$ cat src/rtl/frg_pkg.sv
package frg_pkg;

  typedef struct packed {
    logic clk_fault;
    logic addr_trap;
  } cause_t;

  // An enable is cleared when the write turns a 1 into a 0.
  function automatic logic en_cleared(input logic old_v, input logic new_v);
    return old_v & ~new_v;
  endfunction

  // A write kills the running clock when both oscillators stop, or when the
  // selected oscillator stops (sel_lf = 0 -> high-frequency source).
  function automatic logic kills_clock(input logic hf_old, input logic lf_old,
                                       input logic hf_new, input logic lf_new,
                                       input logic sel_lf);
    logic hf_c, lf_c;
    hf_c = en_cleared(hf_old, hf_new);
    lf_c = en_cleared(lf_old, lf_new);
    return (hf_c & lf_c) | (hf_c & ~sel_lf) | (lf_c & sel_lf);
  endfunction

endpackage

$ cat src/rtl/frg_fetch_trap.sv
module frg_fetch_trap #(
  parameter int AW = 16
) (
  input  logic          clk,
  input  logic          por_n,
  input  logic          fetch_valid,
  input  logic [AW-1:0] fetch_addr,
  input  logic [AW-1:0] sfr_lo,
  input  logic [AW-1:0] sfr_hi,
  input  logic [AW-1:0] dbuf_lo,
  input  logic [AW-1:0] dbuf_hi,
  input  logic [AW-1:0] ram_lo,
  input  logic [AW-1:0] ram_hi,
  input  logic          ram_trap_en,
  input  logic          trap_as_irq,
  output logic          trap_hit,
  output logic          trap_rst_evt,
  output logic          trap_irq_evt
);

  localparam int NREG = 3;
  localparam int RG_SFR = 0;
  localparam int RG_DBUF = 1;
  localparam int RG_RAM = 2;

  logic [NREG-1:0][AW-1:0] lo_v, hi_v;
  logic [NREG-1:0]         in_win;
  logic [NREG-1:0]         armed;

  function automatic logic in_window(input logic [AW-1:0] a,
                                     input logic [AW-1:0] lo,
                                     input logic [AW-1:0] hi);
    return (a >= lo) && (a <= hi);
  endfunction

  assign lo_v[RG_SFR]  = sfr_lo;
  assign hi_v[RG_SFR]  = sfr_hi;
  assign lo_v[RG_DBUF] = dbuf_lo;
  assign hi_v[RG_DBUF] = dbuf_hi;
  assign lo_v[RG_RAM]  = ram_lo;
  assign hi_v[RG_RAM]  = ram_hi;

  for (genvar g = 0; g < NREG; g++) begin : g_win
    assign in_win[g] = in_window(fetch_addr, lo_v[g], hi_v[g]);
    if (g == RG_RAM) begin : g_gated
      assign armed[g] = ram_trap_en;
    end else begin : g_fixed
      assign armed[g] = 1'b1;
    end
  end

  assign trap_hit     = fetch_valid & |(in_win & armed);
  assign trap_rst_evt = trap_hit & ~trap_as_irq;
  assign trap_irq_evt = trap_hit & trap_as_irq;

  // RAM-only fetch with the enable off never traps.
  p_ram_gate_r2: assert property (@(posedge clk) disable iff (!por_n)
    (fetch_valid && in_win[RG_RAM] && !in_win[RG_SFR] && !in_win[RG_DBUF] && !ram_trap_en)
      |-> !trap_hit);

  // Register and debug buffer windows always trap.
  p_fixed_trap_r1: assert property (@(posedge clk) disable iff (!por_n)
    (fetch_valid && (in_win[RG_SFR] || in_win[RG_DBUF])) |-> trap_hit);

  // Mode chooses exactly one outcome.
  p_one_outcome_r3: assert property (@(posedge clk) disable iff (!por_n)
    !(trap_rst_evt && trap_irq_evt));

endmodule

$ cat src/rtl/frg_clk_guard.sv
module frg_clk_guard
  import frg_pkg::*;
(
  input  logic clk,
  input  logic por_n,
  input  logic ckw_valid,
  input  logic hf_en_old,
  input  logic lf_en_old,
  input  logic hf_en_new,
  input  logic lf_en_new,
  input  logic clk_sel_lf,
  output logic clk_fault_evt
);

  assign clk_fault_evt = ckw_valid &
    kills_clock(hf_en_old, lf_en_old, hf_en_new, lf_en_new, clk_sel_lf);

  // Stopping only the idle oscillator is harmless.
  p_idle_hf_off_r8: assert property (@(posedge clk) disable iff (!por_n)
    (clk_sel_lf && lf_en_old && lf_en_new) |-> !clk_fault_evt);

  p_idle_lf_off_r8: assert property (@(posedge clk) disable iff (!por_n)
    (!clk_sel_lf && hf_en_old && hf_en_new) |-> !clk_fault_evt);

  // Both oscillators stopped at once is always a fault.
  p_both_off_r7: assert property (@(posedge clk) disable iff (!por_n)
    (ckw_valid && hf_en_old && lf_en_old && !hf_en_new && !lf_en_new) |-> clk_fault_evt);

  p_no_write_r12: assert property (@(posedge clk) disable iff (!por_n)
    !ckw_valid |-> !clk_fault_evt);

endmodule

$ cat src/rtl/frg_pulse_timer.sv
module frg_pulse_timer #(
  parameter int PULSE_LEN = 24
) (
  input  logic clk,
  input  logic por_n,
  input  logic trig,
  output logic busy
);

  localparam int CW = $clog2(PULSE_LEN + 1);
  localparam logic [CW-1:0] LOAD = CW'(PULSE_LEN);

  logic [CW-1:0] cnt_q;

  function automatic logic [CW-1:0] next_count(input logic t, input logic [CW-1:0] c);
    if (t)          return LOAD;
    else if (c != '0) return c - 1'b1;
    else            return '0;
  endfunction

  always_ff @(posedge clk or negedge por_n) begin
    if (!por_n) cnt_q <= '0;
    else        cnt_q <= next_count(trig, cnt_q);
  end

  assign busy = (cnt_q != '0);

  p_cnt_bound_r5: assert property (@(posedge clk) disable iff (!por_n)
    cnt_q <= LOAD);

  p_reload_r6: assert property (@(posedge clk) disable iff (!por_n)
    trig |=> (cnt_q == LOAD));

  p_count_down_r5: assert property (@(posedge clk) disable iff (!por_n)
    (!trig && busy) |=> (cnt_q == $past(cnt_q) - 1'b1));

  p_idle_stays_r5: assert property (@(posedge clk) disable iff (!por_n)
    (!trig && !busy) |=> !busy);

endmodule

$ cat src/rtl/fault_reset_gen.sv
module fault_reset_gen
  import frg_pkg::*;
#(
  parameter int AW        = 16,
  parameter int PULSE_LEN = 24
) (
  input  logic          clk,
  input  logic          por_n,
  input  logic          fetch_valid,
  input  logic [AW-1:0] fetch_addr,
  input  logic [AW-1:0] sfr_lo,
  input  logic [AW-1:0] sfr_hi,
  input  logic [AW-1:0] dbuf_lo,
  input  logic [AW-1:0] dbuf_hi,
  input  logic [AW-1:0] ram_lo,
  input  logic [AW-1:0] ram_hi,
  input  logic          ram_trap_en,
  input  logic          trap_as_irq,
  input  logic          ckw_valid,
  input  logic          hf_en_old,
  input  logic          lf_en_old,
  input  logic          hf_en_new,
  input  logic          lf_en_new,
  input  logic          clk_sel_lf,
  input  logic          cause_clr,
  output logic          int_rst,
  output logic          rst_pad_pull,
  output logic          trap_irq,
  output logic          fetch_abort,
  output logic          ckw_veto,
  output logic          cause_addr_trap,
  output logic          cause_clk_fault
);

  logic   trap_hit, trap_rst_evt, trap_irq_evt;
  logic   clk_fault_evt, any_trig, busy;
  logic   irq_q;
  cause_t cause_q, cause_set;

  frg_fetch_trap #(.AW(AW)) u_trap (
    .clk(clk), .por_n(por_n),
    .fetch_valid(fetch_valid), .fetch_addr(fetch_addr),
    .sfr_lo(sfr_lo), .sfr_hi(sfr_hi),
    .dbuf_lo(dbuf_lo), .dbuf_hi(dbuf_hi),
    .ram_lo(ram_lo), .ram_hi(ram_hi),
    .ram_trap_en(ram_trap_en), .trap_as_irq(trap_as_irq),
    .trap_hit(trap_hit), .trap_rst_evt(trap_rst_evt), .trap_irq_evt(trap_irq_evt)
  );

  frg_clk_guard u_guard (
    .clk(clk), .por_n(por_n),
    .ckw_valid(ckw_valid),
    .hf_en_old(hf_en_old), .lf_en_old(lf_en_old),
    .hf_en_new(hf_en_new), .lf_en_new(lf_en_new),
    .clk_sel_lf(clk_sel_lf),
    .clk_fault_evt(clk_fault_evt)
  );

  assign any_trig = trap_rst_evt | clk_fault_evt;

  frg_pulse_timer #(.PULSE_LEN(PULSE_LEN)) u_timer (
    .clk(clk), .por_n(por_n), .trig(any_trig), .busy(busy)
  );

  assign cause_set.addr_trap = trap_rst_evt;
  assign cause_set.clk_fault = clk_fault_evt;

  always_ff @(posedge clk or negedge por_n) begin
    if (!por_n) begin
      irq_q   <= 1'b0;
      cause_q <= '0;
    end else begin
      irq_q <= trap_irq_evt;
      if (any_trig)       cause_q <= cause_set;
      else if (cause_clr) cause_q <= '0;
    end
  end

  assign int_rst         = busy;
  assign rst_pad_pull    = busy;
  assign trap_irq        = irq_q;
  assign fetch_abort     = trap_hit;
  assign ckw_veto        = clk_fault_evt;
  assign cause_addr_trap = cause_q.addr_trap;
  assign cause_clk_fault = cause_q.clk_fault;

  p_irq_source_r3: assert property (@(posedge clk) disable iff (!por_n)
    trap_irq |-> $past(fetch_valid && trap_as_irq && fetch_abort));

  p_trig_resets_r4: assert property (@(posedge clk) disable iff (!por_n)
    any_trig |=> int_rst);

  p_fault_veto_r9: assert property (@(posedge clk) disable iff (!por_n)
    clk_fault_evt |-> (ckw_valid && ckw_veto));

  p_cause_set_r10: assert property (@(posedge clk) disable iff (!por_n)
    clk_fault_evt |=> cause_clk_fault);

  p_cause_hold_r10: assert property (@(posedge clk) disable iff (!por_n)
    (!any_trig && !cause_clr) |=> $stable(cause_q));

  p_abort_r11: assert property (@(posedge clk) disable iff (!por_n)
    fetch_abort |-> fetch_valid);

endmodule

$ cat config.mk
export PLATFORM = sky130hd
export DESIGN_NAME = fault_reset_gen
export DESIGN_NICKNAME = d
export VERILOG_FILES = /design/src/rtl/frg_pkg.sv /design/src/rtl/frg_fetch_trap.sv /design/src/rtl/frg_clk_guard.sv /design/src/rtl/frg_pulse_timer.sv /design/src/rtl/fault_reset_gen.sv
export SDC_FILE = /design/constraint.sdc
export NUM_CORES = 1
export LEC_CHECK = 0
export BUFFER_PORTS_ARGS = -buffer_cell sky130_fd_sc_hd__buf_2
export CORE_MARGIN = 1.5
export CORE_UTILIZATION = 48
export CTS_CLUSTER_SIZE = 40
export DETAILED_ROUTE_END_ITERATION = 12
export GPL_TIMING_DRIVEN = 1
export HOLD_SLACK_MARGIN = 0.15
export PLACE_DENSITY = 0.94
export SYNTH_ARGS = -nofsm -noshare
export SYNTH_HDL_FRONTEND = slang
export SYNTH_HIERARCHICAL = 1
export SYNTH_SLANG_ARGS = --single-unit
export TNS_END_PERCENT = 1
$ cat constraint.sdc
create_clock -name clk -period 3.12 [get_ports clk]
set_input_delay 0.624 -clock clk [delete_from_list [all_inputs] [get_ports clk]]
set_output_delay 0.624 -clock clk [all_outputs]
set_load 0.02 [all_outputs]
==> results.ini <==
[outcome]
status=finished with violations
violations=negative setup slack

[worst_setup_path]
path_delay_family=compound AO/OA/AOI/OAI gates
timing.rr.end=u_timer/cnt_q[3]$_DFF_PN0_
cp-start-kind=input port
critPathLaunch=fetch_addr[0]
cp_num_cells=11
arrival_ns=2.57
worstSetupPathType=in -> out
crit_slowest_cell=ha_1
cpMostUsedCell=buf_4
max_stage_delay_ns=0.29
crit_required_ns=2.50
cp-end-kind=primary output
critPathCapture=fetch_abort
path_cells=buf_2 > inv_4 > buf_4 > ha_1 > nand2b_1 > a21o_1 > a211oi_2 > o311ai_2 > a22oi_2 > o221ai_2 > buf_4
rr_startpoint=u_timer/cnt_q[0]$_DFF_PN0_
r2r_cells=5
r2r_slack_ns=1.76
critPathMaxFanout=4
path_buf_inv=4

[die]
io_pins=131
core_um2=5540
rows=27
die_w_um=78.99
die_height_um=78.99
initial_core_util=0.5002
dieArea_um2=6239

[placement]
place_ws_ns=-0.1716
dpl-instance-area_um2=3565
io_buffers=130
hpwl_mm=7.233
gp_congestion=0.8722

[cts]
clk_latency_ns=0.23
clk_pin_slew_worst_paths_ns=0.05
numCtsBuffers=3
clockBufferDepth=2
root_buffer=clkbuf_8
clock_sinks=8
cts_tree=yes
htreeDepth=1

[power_and_ir_drop]
p_comb_frac=0.658
switchingPower_mw=0.3696
p_clk_frac=0.146
power.internal_mw=0.4968
power.density_nw_per_um2=230.8
pwr-share-seq=0.195
leakagePower_nw=2.284
peakVddDrop_mv=0.1607
p_sw_frac=0.4266

[grt]
grt_max_degree=9
grt_antenna_before_repair=0
grt_use_total=0.2585
grt_pass1_wl_mm=13.01
grt_pass1_vias=3137
overflow=0

[finish]
layout_common_cells=129 x buf_2, 95 x inv_1, 91 x ha_1
insertedDiodeCount=0
layout-drive-gt1-share=0.3241
postLayoutCellArea_um2=3754
nets=726
final_common_cell=buf_2
syn2layout_area_growth_pct=35.44

[sta]
max_freq_mhz=313.5
setup-violations-final=1
clock_skew_ns=0.008674
tightestPinTransition_ns=0.3932
setup_slack_ns=-0.06967
hold_ws_ns=0.2274
relSlewSlack=0.7345
period_share=1.022
slew_violations=0
hold_viol=0
timing.final.crit_period_ns=3.190

[min_path]
holdCritPathClass=in -> async

[synth]
synthArstFlopShare=1.000
netlist_area_um2=2771
synth-seq-cells=8
avgSynthCellArea_um2=7.635
synthFlopType=dfrtp_1
synth.distinct_cells=46
synth-edff-count=0
syn-instance-count=363
yosysWarnings=6
ys_seq_area_frac=0.07223
syn-num-nets=584

[route]
drt_iter0_markers=109
drc_errors=0
via_per_inst=5.503
wl_per_cell_um=15.12
first_pass_iters=5
vias=3164
postRouteAntennaNets=0
routed_wirelength_mm=8.693

[run]
cap_viol_max_count=0

==> power by group through the flow <==
stage	sequential, mW	combinational [mW]	clock [mW]
2_1_floorplan	0.170	0.312	0
3_3_place_gp	0.167	0.491	0
3_5_place_dp	0.170	0.523	0
4_1_cts	0.168	0.534	0.131
5_1_grt	0.174	0.631	0.136
6_report	0.169	0.570	0.127
==> metal layers <==
layer,track usage,vias up,share of wire
met5,0,-,0
met4,0.07193,0,0.023
li1,-,1553,-
met3,0.02529,19,0.076
met1,0.2981,1439,0.40
met2,0.4983,153,0.50
==> synthesized netlist by cell type (all sizes together) (2+ instances only) <==
master	number	share of area
dfrtp	8	0.072
nor4	2	0.0045
nor2b	4	0.0090
and4	2	0.0063
nor2	14	0.019
o21ai	7	0.013
a21oi	33	0.060
o21a	4	0.011
or2	2	0.0045
a211oi	6	0.016
a221o	2	0.0072
a2111oi	2	0.013
nand2	21	0.028
o211ai	2	0.0054
ha	97	0.44
nand3	11	0.020
o221ai	3	0.012
a21o	7	0.019
nand2b	4	0.012
nand4	15	0.034
inv	96	0.13
==> cell families after synthesis <==
family | count (synthesis) | share of synthesized area
AO/OA/AOI/OAI | 76 | 0.1896
XOR/XNOR | 2 | 0.006322
adder cells (fa/ha/maj) | 97 | 0.4379
buffers and inverters | 97 | 0.1327
flip-flops | 8 | 0.07223
AND/OR/NAND/NOR | 83 | 0.1612
==> layout make-up <==
class,count,area (um^2)
Multi-Input combinational cell,258,2346
Fill cell,471,1787
Timing Repair Buffer,138,713.2
Inverter,96,362.8
Sequential cell,8,200.2
Tap cell,72,90.09
Clock buffer,3,41.29
==> repair_timing <==
action | 4_1_cts | 5_1_grt
pin swaps | 2 | 7
hold buffers | 0 | 0
buffers inserted | 0 | 0
endpoints found under the setup margin | 1 | 4
resized for setup | 6 | 18
==> how the worst min path moves through the flow <==
stage | startpoint | end | cells after the start
global route | por_n | trap_irq$_DFF_PN0_ | 1
global placement | u_timer/cnt_q[0]$_DFF_PN0_ | u_timer/cnt_q[0]$_DFF_PN0_ | 1
CTS | por_n | trap_irq$_DFF_PN0_ | 1
finish | por_n | trap_irq$_DFF_PN0_ | 1
detailed placement | por_n | trap_irq$_DFF_PN0_ | 1
floorplan | por_n | cause_addr_trap$_DFFE_PN0P_ | 0
==> sequential cells by signal, summed over array words and instances (netlist names) <==
register / cells
trap_irq: 1
u_timer/cnt_q: 5
cause_addr_trap: 1
cause_clk_fault: 1
==> stage by stage <==
step	instances	TNS (ns)	power, mW	util
2_1_floorplan	363	0	0.4819	-
3_3_place_gp	572	-0.03025	0.6577	0.6434
3_5_place_dp	572	-0.8181	0.6935	0.6434
4_1_cts	575	0	0.8338	0.6545
5_1_grt	575	-0.08243	0.9411	0.6775
6_report	575	-0.06967	0.8665	0.6775
==> worst register-to-register path, cell delays in order, from the launching register on <==
cell and delay [ns]:
dfrtp_1 0.39, inv_1 0.07, ha_1 0.19, nor4b_2 0.30, inv_1 0.13, a21o_1 0.17
Power figures use the tool's default switching activity.
